### config.mk
export PLATFORM = sky130hd
export DESIGN_NAME = decade_chain
export DESIGN_NICKNAME = d
export VERILOG_FILES = /design/src/rtl/decade_pkg.sv /design/src/rtl/decade_tr_sel.sv /design/src/rtl/decade_stage.sv /design/src/rtl/decade_chain.sv
export SDC_FILE = /design/constraint.sdc
export NUM_CORES = 1
export LEC_CHECK = 0
export ABC_CLOCK_PERIOD_IN_PS = 3300
export CAP_MARGIN = 25
export CORE_MARGIN = 4
export CORE_UTILIZATION = 50
export DETAILED_ROUTE_END_ITERATION = 12
export DONT_BUFFER_PORTS = 1
export GPL_TIMING_DRIVEN = 0
export PLACE_DENSITY_LB_ADDON = 0.25
export SETUP_SLACK_MARGIN = 0.4
export SLEW_MARGIN = 10
export SYNTH_ARGS = -nofsm -noshare
export SYNTH_HDL_FRONTEND = slang
export SYNTH_SLANG_ARGS = --single-unit
### constraint.sdc
create_clock -name clk -period 3.3 [get_ports clk]
set_input_delay 0.99 -clock clk [delete_from_list [all_inputs] [get_ports clk]]
set_output_delay 0.99 -clock clk [all_outputs]
set_load 0.01 [all_outputs]
### src/rtl/decade_pkg.sv
package decade_pkg;

    localparam int DIGIT_W = 4;
    localparam logic [DIGIT_W-1:0] DIGIT_TERM = 4'd9;
    localparam logic [DIGIT_W-1:0] DIGIT_ZERO = 4'd0;

    typedef enum logic [1:0] {
        TR_CLEAR = 2'd0,
        TR_LOAD  = 2'd1,
        TR_COUNT = 2'd2,
        TR_HOLD  = 2'd3
    } digit_tr_e;

endpackage

### src/rtl/decade_tr_sel.sv
module decade_tr_sel
    import decade_pkg::*;
(
    input  logic      clr_n,
    input  logic      load_n,
    input  logic      en_par,
    input  logic      en_carry,
    output digit_tr_e tr
);

    always_comb begin
        if (!clr_n)
            tr = TR_CLEAR;
        else if (!load_n)
            tr = TR_LOAD;
        else if (en_par && en_carry)
            tr = TR_COUNT;
        else
            tr = TR_HOLD;
    end

endmodule

### src/rtl/decade_stage.sv
module decade_stage
    import decade_pkg::*;
(
    input  logic               clk,
    input  logic               clr_n,
    input  logic               load_n,
    input  logic [DIGIT_W-1:0] din,
    input  logic               en_par,
    input  logic               en_carry,
    output logic [DIGIT_W-1:0] digit,
    output logic               term
);

    digit_tr_e          tr;
    logic [DIGIT_W-1:0] digit_nxt;

    decade_tr_sel tr_sel_i (
        .clr_n    (clr_n),
        .load_n   (load_n),
        .en_par   (en_par),
        .en_carry (en_carry),
        .tr       (tr)
    );

    // next-state selection: one arm per named transition
    always_comb begin
        unique case (tr)
            TR_CLEAR: digit_nxt = DIGIT_ZERO;
            TR_LOAD:  digit_nxt = din;
            TR_COUNT: digit_nxt = (digit == DIGIT_TERM) ? DIGIT_ZERO
                                                        : digit + 4'd1;
            TR_HOLD:  digit_nxt = digit;
            default:  digit_nxt = digit;
        endcase
    end

    // state register
    always_ff @(posedge clk) begin
        digit <= digit_nxt;
    end

    // output process: terminal count gated only by the carry enable
    always_comb begin
        term = en_carry && (digit == DIGIT_TERM);
    end

    p_clear_r1: assert property (@(posedge clk)
        !clr_n |=> digit == DIGIT_ZERO);

    p_load_r2: assert property (@(posedge clk) disable iff (!clr_n)
        (clr_n && !load_n) |=> digit == $past(din));

    p_count_r3: assert property (@(posedge clk) disable iff (!clr_n)
        (clr_n && load_n && en_par && en_carry) |=>
            digit == (($past(digit) == DIGIT_TERM) ? DIGIT_ZERO
                                                   : $past(digit) + 4'd1));

    p_hold_r4: assert property (@(posedge clk) disable iff (!clr_n)
        (clr_n && load_n && !(en_par && en_carry)) |=> $stable(digit));

    p_no_term_high_r6: assert property (@(posedge clk) disable iff (!clr_n)
        (digit > DIGIT_TERM) |-> !term);

    p_term_needs_carry_r5: assert property (@(posedge clk) disable iff (!clr_n)
        term |-> en_carry);

endmodule

### src/rtl/decade_chain.sv
module decade_chain
    import decade_pkg::*;
#(
    parameter int NUM_DIGITS = 3
) (
    input  logic                          clk,
    input  logic                          clr_n,
    input  logic                          load_n,
    input  logic [NUM_DIGITS*DIGIT_W-1:0] load_val,
    input  logic                          cnt_en_par,
    input  logic                          cnt_en_carry,
    output logic [NUM_DIGITS*DIGIT_W-1:0] count,
    output logic                          carry_out
);

    localparam int CW = NUM_DIGITS + 1;

    logic [CW-1:0] carry;

    assign carry[0]  = cnt_en_carry;
    assign carry_out = carry[NUM_DIGITS];

    for (genvar gi = 0; gi < NUM_DIGITS; gi++) begin : g_stage
        decade_stage stage_i (
            .clk      (clk),
            .clr_n    (clr_n),
            .load_n   (load_n),
            .din      (load_val[gi*DIGIT_W +: DIGIT_W]),
            .en_par   (cnt_en_par),
            .en_carry (carry[gi]),
            .digit    (count[gi*DIGIT_W +: DIGIT_W]),
            .term     (carry[gi+1])
        );

        if (gi > 0) begin : g_chk
            // upper digit stays put unless the stage below hands it a carry
            p_chain_hold_r7: assert property (@(posedge clk) disable iff (!clr_n)
                (clr_n && load_n && !carry[gi]) |=>
                    $stable(count[gi*DIGIT_W +: DIGIT_W]));
        end
    end

endmodule

Yosys cells after proc, flatten, opt, wreduce, memory -nomap -nowiden
Index checks and enable logic that the tools add are counted.
Widths: inputs -> output; s select.
Storage, ports and cells
  bits in registers: 12
  input port bits: 17
Operators by class
  $add $sub $neg: 3
  equal/unequal tests: 12
  mux-type cells: 15
  reduce and logical (&&, ||, !) cells: 9
Operators with widths (number)
  $pmux 4 s3: 3
  $add 4x1->4 const B: 3
  $eq 2x2->1 const B: 6
  $eq 4x4->1 const B: 3
  $mux 2: 6
  $mux 4: 3
  $eq 2x1->1 const B: 3
  $logic_and 1x1->1: 6
  $logic_not 2->1: 3
  $mux 1: 3

Logic depth before layout (Yosys ltp)
Gate-level depths: netlist (run 1).
  depth after elaboration: 9
  mapped depth: 10
  depth with buffers taken out: 9

Hierarchy
A second synthesis (run 1) with hierarchy kept.
Unflattened totals
  cells, all modules: 99
  area, all modules: 964.7 um^2
By module, submodules not included
  decade_stage: times used 3, cells an instance 30, area an instance 304.0 um^2
  decade_tr_sel: times used 3, cells an instance 3, area an instance 17.5 um^2

Worst setup path after synthesis (run 1)
OpenSTA, ideal clock, no wires.
  path type: input to register
  from: input port load_n
  to: register g_stage[2].stage_i.digit[0] (data pin)
  setup time: 0.255 ns
  data arrival time: 2.328 ns
  required time: 3.045 ns
  setup slack: 0.718 ns
  stages on the path: 9
  buffers on the path: 2
  cell sequence: buf_4 inv_2 or3_4 buf_6 o21ai_0 inv_1 ha_1 a2bb2oi_1 nor2_1
On the way
  longest elaborated chain between the ends: 4
RTL lines
  start, declared: RTL line decade_chain.sv:8  | input logic load_n,
  $mux 2 (*): RTL line decade_tr_sel.sv:14  | else if (!load_n)
  $mux 2 (*): RTL line decade_tr_sel.sv:12  | if (!clr_n)
  $eq 2x2->1, or another cell as far along: RTL line decade_stage.sv:27  | unique case (tr)
  $pmux 4 s3 (*): RTL line decade_stage.sv:27
  named net g_stage[2].stage_i.digit_nxt[0]: RTL line decade_stage.sv:15  | logic [DIGIT_W-1:0] digit_nxt;
  end signal, assigned: RTL line decade_stage.sv:39  | digit <= digit_nxt;
  end, declared: RTL line decade_stage.sv:10  | output logic [DIGIT_W-1:0] digit,
The timed path passes the listed nets; every way through them passes the cells marked *.
A chain may end at the register's enable or synchronous reset.

Worst setup path in the final report (run 1)
  from: register g_stage[1].stage_i.digit[1]
  to: output port carry_out
On the way
  longest elaborated chain between the ends: 3
RTL lines
  start, declared: RTL line decade_stage.sv:10
  start signal, assigned: RTL line decade_stage.sv:39
  $eq 4x4->1: RTL line decade_stage.sv:44  | term = en_carry && (digit == DIGIT_TERM);
  $logic_and 1x1->1 (2 in series): RTL line decade_stage.sv:44
  end, declared: RTL line decade_chain.sv:13  | output logic carry_out
Every way passes these cells.

==> out/qor.yml, run 1 <==
status: "finished clean"
syn_inst: 89
rsz0062_at_grt: "false"
timing.final.hold_violations: 0
vias: 622
switchingPower_uw: 94.02
yosys_warnings: 0
top_regs: "g_stage.stage_i.digit (12)"
area_delta_synth_final_pct: 5.899
gp_congestion: 0.7844
fmax_ghz: 0.3715
p_sw_frac: 0.2748
cts_resized: 0
cts_tree: "built"
crit_required_ns: 2.31
tightest_slew_ns: 0.3981
initial_utilization: 0.5589
fin_crit_ns: 2.692
dieArea_sq_um: 2521
async_reset_ff_frac: 0
yosysSeqAreaShare: 0.4045
synth_flop_cell: "edfxtp_1"
setup_viol: 0
ir_worst_vdd_mv: 0.1884
dp_slack_ns: 0.5387
grt_pass1_wl_um: 2842
cts_buffers: 3
leakagePower_uw: 0.0004212
slew_headroom: 0.7325
firstDrtPassIters: 4
hp-class: "register to register"
die_h_um: 50.21
placedCellCount: 113
max_cap_viol_count: 0
p_per_area_nw_per_um2: 362.7
synthTopCellsByArea: "edfxtp_1, ha_1, nand2_1, xor2_1, a2bb2oi_1"
clock_latency_ns: 0.27
routed_wl_um: 1779
path_class: "register to primary output"
clock_sinks: 12
grt_usage: 0.1527
fillers: 151
synth_area_sq_um: 890.9
cts-root-buf: "clkbuf_4"
synth_common_cells: "edfxtp_1, nand2_1, ha_1"
finalNetCount: 120
core_sq_um: 1594
largest_reg_flops: 12
holdWs_ns: 0.8534
post-route-drc-count: 0
ios: 30
regMostFlops: "g_stage.stage_i.digit"
n_antenna_cell: 0
synth.top_cell.area_share: 0.4045
h-tree-depth: 1
fin_crit_sh: 0.8156
final_cell_area_sq_um: 943.4
p_comb_frac: 0.146
io_buffers: 0
fin_cells: 116
die_width_um: 50.21
yosys.area.top_type: "edfxtp_1"
drive_above_1_share: 0.1413
wire_per_inst_um: 15.34
cp_max_fo: 4
vias_per_cell: 5.362
start_kind: "register"
postPlaceCellArea_sq_um: 920.9
clk_path_buf_depth: 2
antenna_left: 0
synth_edf_count: 12
grt_start_max_net_pins: 11
place.detailed.hpwl_um: 1408
synth_cell_type_count: 26
first_global_vias: 632
drt_iter0_drc: 10
seqPwrFrac: 0.593
post_cts_buffers: 0
cp-end-kind: "primary output"
num_rows: 14
slew_viol_final: 0
setup_ws_ns: 0.6084
skew_ns: 0.006240
clk_pin_slew_ns: 0.07
synth_nets: 115
post_synth.cell_area_avg_sq_um: 10.01
grt_antenna_before_repair: 0
internal_power_uw: 248.2
finalSetupTns_ns: 0
synth_seq_cells: 12
ctsHoldBuffers: 0
crit_arrival_ns: 1.70
p_clk_frac: 0.262
grt_overflow: 0
==> worst paths after layout <==
path,start,endpoint,slack (ns),cells past startpoint
max,g_stage[1].stage_i.digit[1],carry_out,0.61,6
min reg2reg,g_stage[1].stage_i.digit[3],g_stage[1].stage_i.digit[3],0.85,2
max reg2reg,g_stage[0].stage_i.digit[1],g_stage[2].stage_i.digit[0],0.88,10
min,g_stage[1].stage_i.digit[3],g_stage[1].stage_i.digit[3],0.85,2
==> cell usage in the layout, fill, tap and decap left out, drive strengths merged, types with 2 or more instances in the layout <==
| master | instances |
|---|---|
| inv | 9 |
| o32ai | 2 |
| clkbuf | 4 |
| edfxtp | 12 |
| nand2 | 12 |
| nand3b | 3 |
| a21oi | 2 |
| buf | 2 |
| xor2 | 5 |
| nor2 | 4 |
| o31ai | 2 |
| and2 | 2 |
| and2b | 4 |
| nor3 | 3 |
| nand3 | 5 |
| o21a | 3 |
| a2bb2oi | 4 |
| ha | 9 |
==> layer usage <==
| layer | vias up | share of wire | global-route usage | wire [um] |
|---|---|---|---|---|
| met4 | 0 | 0.021 | 0.08295 | 38 |
| met1 | 286 | 0.41 | 0.1811 | 734 |
| met3 | 4 | 0.076 | 0.05030 | 135 |
| met2 | 17 | 0.49 | 0.2435 | 871 |
| li1 | 315 | - | - | - |
| met5 | - | 0 | 0 | 0 |
==> worst max-delay path, cell delays in order (launching register included) <==
cell	delay (ns)
edfxtp_1	0.48
inv_1	0.09
ha_1	0.14
nand2_1	0.08
nor2_1	0.23
nand2_1	0.09
nor3_1	0.33
==> metrics by stage <==
| stage | total power [uW] | util |
|---|---|---|
| after floorplan | 243.8 | - |
| after global placement | 254.1 | 0.5777 |
| after global routing | 358.8 | 0.5918 |
| after detailed placement | 256.9 | 0.5777 |
| final | 342.2 | 0.5918 |
| after CTS | 345.0 | 0.5918 |
==> area by class of cell <==
type	count	area, sq um	area share
multi-input combinational	65	474.2	0.5027
inverter	9	33.78	0.03581
sequential	12	360.3	0.3820
buffer	3	22.52	0.02387
tap	24	30.03	0.03183
clock buffer	3	22.52	0.02387
==> power by group through the flow <==
stage          clock [uW]  combinational, uW  sequential, uW
2_1_floorplan           0               41.5             202
3_3_place_gp            0               48.2             206
3_5_place_dp            0               50.1             207
4_1_cts              91.2               50.6             203
5_1_grt              95.1               58.0             206
6_report             89.5               49.9             203
==> kinds of logic after synthesis <==
kind of cell,count (synthesis),share of synthesized area
and+or+nand+nor,37,0.2387
AOI/OAI and AO/OA,14,0.1180
buffers and inverters,12,0.06320
DFF,12,0.4045
adders and majority gates,9,0.1264
xor gates and xnor gates,5,0.04916
No activity file was read; power rests on OpenSTA's default activity.
==> run 2: changes to the inputs <==
Settings changed: ABC_AREA set to 1, ABC_CLOCK_PERIOD_IN_PS 3300 to 2370.
Clock period 3.3 ns to 2.37 ns, I/O delays scaled along.
==> run 2 against run 1 <==
  * Critical path depth unchanged
  * Final area up 0.13%
  * Combinational power rose by 25%
  * Critical endpoint unchanged
  * First-iteration DRC count rose by 10%
  * Die area fell by 2.5%
==> out/qor.yml, run 2 <==
yosysSeqAreaShare: 0.4168  # +0.01229
fin_crit_ns: 2.226
ctsHoldBuffers: 0  # unchanged
ios: 30  # unchanged
vias_per_cell: 5.368  # +0.11%
yosys_warnings: 0  # unchanged
syn_inst: 104  # +17%
synth_common_cells: "nand2_1, inv_1, edfxtp_1"
clk_path_buf_depth: 2  # unchanged
drive_above_1_share: 0.1468  # +0.005485
grt_overflow: 0  # unchanged
highest_layer: "met4"
wl_met2_um: 813  # -6.7%
layout_common_cells: "nand2_1, inv_1, edfxtp_1, ha_1"
fillers: 150  # -0.66%
cpMaxStageDelayCell: "edfxtp_1"
largest_reg_flops: 12  # unchanged
clock_sinks: 12  # unchanged
grt_start_max_net_pins: 9  # -2
internal_power_uw: 339.3  # +37%
r2r_cells: 11  # +1
synth_seq_cells: 12  # unchanged
regArea_sq_um: 360.3  # unchanged
cts-root-buf: "clkbuf_4"
finalSetupTns_ns: 0  # unchanged
synth_edf_count: 12  # unchanged
finalNetCount: 136  # +13%
fin_cells: 125  # +7.8%
holdWs_ns: 0.6175  # -0.2359 ns
ir_worst_vdd_mv: 0.3447  # +83%
num_rows: 14  # unchanged
fmax_ghz: 0.4492
switchingPower_uw: 140.3  # +49%
path_class: "register to primary output"
die_width_um: 49.59  # -1.2%
slew_viol_final: 0  # unchanged
p_clk_frac: 0.274  # +0.012
vias: 671  # +7.9%
firstDrtPassIters: 4  # unchanged
wl_met1_um: 757  # +3.1%
top_regs: "g_stage.stage_i.digit (12)"
ff2ff_setup_slack_ns: 0.35  # -0.53 ns
initial_utilization: 0.5484  # -0.01046
core_sq_um: 1577  # -1.1%
fin_crit_sh: 0.9392
cts_tree: "built"
p_sw_frac: 0.2926  # +0.01783
skew_ns: 0.008019  # +0.001780 ns
start_kind: "register"
p_comb_frac: 0.130  # -0.016
crit_required_ns: 1.66  # -0.65 ns
post_synth.cell_area_avg_sq_um: 8.313  # -17%
routed_wl_um: 1740  # -2.2%
regMostFlops: "g_stage.stage_i.digit"
cp-end-kind: "primary output"
antenna_left: 0  # unchanged
wl_met3_um: 136  # +0.74%
hold_depth: 2  # unchanged
h-tree-depth: 1  # unchanged
clk_pin_slew_ns: 0.08  # about the same
dieArea_sq_um: 2459  # -2.5%
leakagePower_uw: 0.0004349  # +3.3%
status: "finished clean"
grt_usage: 0.1454  # -0.007346
cts_buffers: 3  # unchanged
gp_congestion: 0.7280  # -7.2%
grt_antenna_before_repair: 0  # unchanged
synth_area_sq_um: 864.6  # -2.9%
crit_arrival_ns: 1.51  # -0.19 ns
p_per_area_nw_per_um2: 507.8  # +40%
placedCellCount: 120  # +6.2%
yosys.area.top_type: "edfxtp_1"
timing.rr.end: "g_stage[2].stage_i.digit[3]"
place.detailed.hpwl_um: 1307  # -7.2%
yosysMostFrequentCell: "nand2_1"
seqPwrFrac: 0.596  # +0.003
r2r_start: "g_stage[1].stage_i.digit[0]"
max_cap_viol_count: 0  # unchanged
grt_pass1_wl_um: 2725  # -4.1%
die_h_um: 49.59  # -1.2%
n_antenna_cell: 0  # unchanged
worstPathCellList: "inv_1, ha_1, nand2_2, nor2_4, nand2_2, nor3b_4"
synth_cell_type_count: 18  # -31%
synth.top_cell.area_share: 0.4168  # +0.01229
hp-start: "load_val[7]"
layout_commonest_cell: "nand2_1"
io_buffers: 0  # unchanged
async_reset_ff_frac: 0  # unchanged
slowest_delay_ns: 0.49  # about the same
multiInputGateArea_sq_um: 474.2  # unchanged
drt_iter0_drc: 11  # +1
tightest_slew_ns: 0.6117  # +0.2135 ns
synthTopCellsByArea: "edfxtp_1, nand2_1, ha_1, inv_1, a21oi_1"
slew_headroom: 0.5879  # -0.1446
setup_viol: 0  # unchanged
synth_nets: 130  # +13%
area_delta_synth_final_pct: 9.262
rsz0062_at_grt: "true"
cp_max_fo: 5  # +1
wire_per_inst_um: 13.92  # -9.2%
first_global_vias: 651  # +3.0%
clock_latency_ns: 0.27  # about the same
synth_flop_cell: "edfxtp_1"
post-route-drc-count: 0  # unchanged
timing.final.hold_violations: 0  # unchanged
hp-class: "input port to register"
cpMostUsedCell: "nand2_2"
min_to: "g_stage[1].stage_i.digit[3]"
run 2: cell types whose count changed in the layout (fill, tap and decap cells not counted), sizes merged, moves of 4 or more:
cell     previous run  this run
nand2              12        34
inv                 9        15
nor2                4         9
a21oi               2         6
a2bb2oi             4         0
and2b               4         0
nand4               0         4
o21ai               1         5
xor2                5         1
run 2: power by group through the flow:
| stage | clock (uW) | combinational, uW | sequential (uW) |
|---|---|---|---|
| 5_1_grt | 144 | 72.0 | 290 |
| 6_report | 131 | 62.4 | 286 |
| 3_3_place_gp | 0 | 57.7 | 290 |
| 4_1_cts | 133 | 61.3 | 286 |
| 3_5_place_dp | 0 | 59.3 | 291 |
| 2_1_floorplan | 0 | 49.5 | 284 |
run 2: layout make-up:
type	count	share of cell area
repair buffers	1	0.007947
well taps	16	0.02119
multi-input cells	77	0.5020
clock buffers	3	0.02384
inverters	15	0.05960
clock inverters	1	0.003974
flip-flops and latches	12	0.3815
run 2: kinds of logic after synthesis:
family,count (synthesis),share of synthesized area
XOR/XNOR,3,0.03040
buffers and inverters,15,0.06512
adder cells (fa/ha/maj),9,0.1302
AO/OA/AOI/OAI,11,0.06801
flip-flops,12,0.4168
AND/OR/NAND/NOR,54,0.2894
run 2: timing repair:
| action | 4_1_cts | 5_1_grt |
|---|---|---|
| resized for setup | 1 | 4 |
| setup buffers | 1 | 0 |
| pin swaps | 2 | 2 |
| setup endpoints to repair | 1 | 5 |
run 2: critical path: cells and delay by family (launching register included):
family,cells,cell delay (ns)
AND/OR/NAND/NOR,4,0.50
flip-flops,1,0.49
adder cells (fa/ha/maj),1,0.15
buffers and inverters,1,0.10
run 2: layer usage:
metal	track usage	up-vias
met5	0	-
met4	0.08295	0
met3	0.03614	2
met2	0.2203	25
met1	0.1868	294
li1	-	350
run 2: worst max-delay path by stage:
stage                                           start        end
after detailed placement  g_stage[1].stage_i.digit[1]  carry_out
after floorplan           g_stage[1].stage_i.digit[1]  carry_out
after global routing      g_stage[1].stage_i.digit[1]  carry_out
after CTS                 g_stage[1].stage_i.digit[1]  carry_out
final                     g_stage[1].stage_i.digit[1]  carry_out
after global placement    g_stage[1].stage_i.digit[1]  carry_out
run 2: metrics by stage:
step                        util  area (sq um)  power, uW  setup WS [ns]
final                     0.5992         944.7      479.7         0.1440
after global routing      0.5992         944.7      505.9        0.04271
after CTS                 0.5873         925.9      480.4        0.07515
after detailed placement  0.5643         889.6      350.2         0.3398
after global placement    0.5643         889.6      347.8         0.3618
after floorplan                -         869.6      334.0         0.4745
==> run 3: changes to the inputs <==
Settings changed: ABC_AREA 1 to not set, CORE_UTILIZATION 50 to 55.
==> run 3 against run 2 <==
  * Setup slack improved by 0.027 ns
  * First-iteration DRC count up 18%
  * Clock skew decreased by 0.0011 ns
  * Total power rose by 4.9%
  * Count of clock-buffer cells in the layout stayed put
  * Largest cell class unchanged
  * Largest power group unchanged
==> out/qor.yml, run 3 (synthesized netlist as in run 1, its figures left out) <==
clock_sinks: 12  # unchanged
p_sw_frac: 0.2850  # -0.007562
r2r_cells: 9  # -2
regArea_sq_um: 360.3  # unchanged
firstDrtPassIters: 2  # -2
crit_required_ns: 1.66  # about the same
num_rows: 14  # unchanged
holdWs_ns: 0.6331  # +0.01564 ns
p_comb_frac: 0.187  # +0.057
post-route-drc-count: 0  # unchanged
cts_buffers: 3  # unchanged
fin_crit_ns: 2.199  # -0.02705 ns
timing.rr.end: "g_stage[2].stage_i.digit[3]"
tightest_slew_ns: 0.4653  # -0.1464 ns
antenna_left: 0  # unchanged
crit_arrival_ns: 1.49  # -0.02 ns
status: "finished clean"
die_width_um: 48.25  # -2.7%
crit_path_end: "carry_out"
dieArea_sq_um: 2328  # -5.3%
grt_pass1_wl_um: 2856  # +4.8%
n_antenna_cell: 0  # unchanged
fmax_ghz: 0.4548  # +1.2%
vias: 663  # -1.2%
fin_crit_sh: 0.9278  # -0.01141
area_delta_synth_final_pct: 21.77
initial_utilization: 0.5846  # +0.03615
r2r_start: "g_stage[0].stage_i.digit[0]"
cp_max_fo: 4  # -1
finalPower_uw: 503.2  # +4.9%
drive_above_1_share: 0.3542  # +0.2074
grt_usage: 0.1816  # +0.03621
seqPwrFrac: 0.564  # -0.032
grt_antenna_before_repair: 0  # unchanged
rsz0062_at_grt: "true"
timing.final.hold_violations: 0  # unchanged
first_global_vias: 682  # +4.8%
dp_slack_ns: 0.07108  # -0.2687 ns
clk_pin_slew_ns: 0.08  # about the same
ios: 30  # unchanged
clock_latency_ns: 0.27  # about the same
max_cap_viol_count: 0  # unchanged
worstSetupStartpoint: "g_stage[2].stage_i.digit[1]"
p_clk_frac: 0.249  # -0.025
routed_wl_um: 1903  # +9.4%
cts-root-buf: "clkbuf_4"
clk_path_buf_depth: 2  # unchanged
layout_common_cells: "edfxtp_1, nand2_1"
h-tree-depth: 1  # unchanged
multiInputGateArea_sq_um: 579.3  # +22%
leakagePower_uw: 0.0004664  # +7.2%
gp_congestion: 0.7777  # +6.8%
die_h_um: 48.25  # -2.7%
hp-class: "input port to register"
setup_ws_ns: 0.1711  # +0.02705 ns
grt_overflow: 0  # unchanged
fin_cells: 112  # -10%
setup_viol: 0  # unchanged
skew_ns: 0.006962  # -0.001057 ns
regMostFlops: "g_stage.stage_i.digit"
finalSetupTns_ns: 0  # unchanged
switchingPower_uw: 143.4  # +2.2%
path_class: "register to primary output"
ff2ff_setup_slack_ns: 0.26  # -0.09 ns
core_sq_um: 1524  # -3.3%
largest_reg_flops: 12  # unchanged
p_per_area_nw_per_um2: 463.8  # -8.7%
ir_worst_vdd_mv: 0.3420  # -0.80%
hp-start: "load_val[3]"
io_buffers: 0  # unchanged
ctsHoldBuffers: 0  # unchanged
cts_tree: "built"
internal_power_uw: 359.7  # +6.0%
grt_start_max_net_pins: 11  # +2
layout_commonest_cell: "edfxtp_1"
slew_headroom: 0.6898  # +0.1019
start_kind: "register"
wire_per_inst_um: 16.99  # +22%
cp-end-kind: "primary output"
finalNetCount: 124  # -8.8%
fillers: 115  # -23%
vias_per_cell: 5.920  # +10%
slew_viol_final: 0  # unchanged
drt_iter0_drc: 13  # +2
top_regs: "g_stage.stage_i.digit (12)"
placedCellCount: 105  # -13%
place.detailed.hpwl_um: 1382  # +5.8%
run 3: how the worst min path moves through the flow:
stage                                  endpoint  slack (ns)  depth (start not counted)
CTS                 g_stage[1].stage_i.digit[3]        0.63                          2
finish              g_stage[0].stage_i.digit[3]        0.63                          2
floorplan           g_stage[1].stage_i.digit[3]        0.79                          2
global route        g_stage[0].stage_i.digit[3]        0.63                          2
detailed placement  g_stage[1].stage_i.digit[3]        0.84                          2
global placement    g_stage[2].stage_i.digit[2]        0.84                          3
run 3: what timing repair did:
| action | 4_1_cts | 5_1_grt |
|---|---|---|
| gates resized for setup | 16 | 6 |
| endpoints found under the hold margin | 0 | 0 |
| endpoints found under the setup margin | 9 | 16 |
| pin swaps | 9 | 2 |
| buffers inserted | 2 | 2 |
run 3: layout make-up:
| cell class | count | share of cell area |
|---|---|---|
| multi-input cells | 65 | 0.5340 |
| well taps | 16 | 0.01845 |
| repair buffers | 4 | 0.03114 |
| plain buffers | 3 | 0.02768 |
| flip-flops and latches | 12 | 0.3322 |
| clock buffers | 3 | 0.02076 |
| inverters | 9 | 0.03576 |
run 3: through the flow:
step                instance area (sq um)  utilization
finish                               1085       0.7118
global route                         1085       0.7118
CTS                                  1042       0.6839
detailed placement                  927.1       0.6084
global placement                    927.1       0.6084
floorplan                           907.1            -
run 3: power groups by stage:
stage               Combinational, uW  Clock, uW  Sequential, uW
floorplan                        60.7          0             282
global placement                 70.2          0             287
detailed placement               72.1          0             288
CTS                              86.6        126             283
global route                      104        141             289
finish                           94.0        125             284
run 3: per-layer routing:
layer  global-route usage  vias up  wire (um)
met5                    0        -          0
met4              0.06452        0         25
met3              0.04428        4         92
met2               0.3177       17        998
met1               0.2138      315        787
li1                     -      327          -
run 3: critical path: stages (launching register included):
cell and delay (ns):
edfxtp_1 0.48, inv_1 0.09, ha_1 0.14, nand3b_1 0.22
nor3_4 0.28
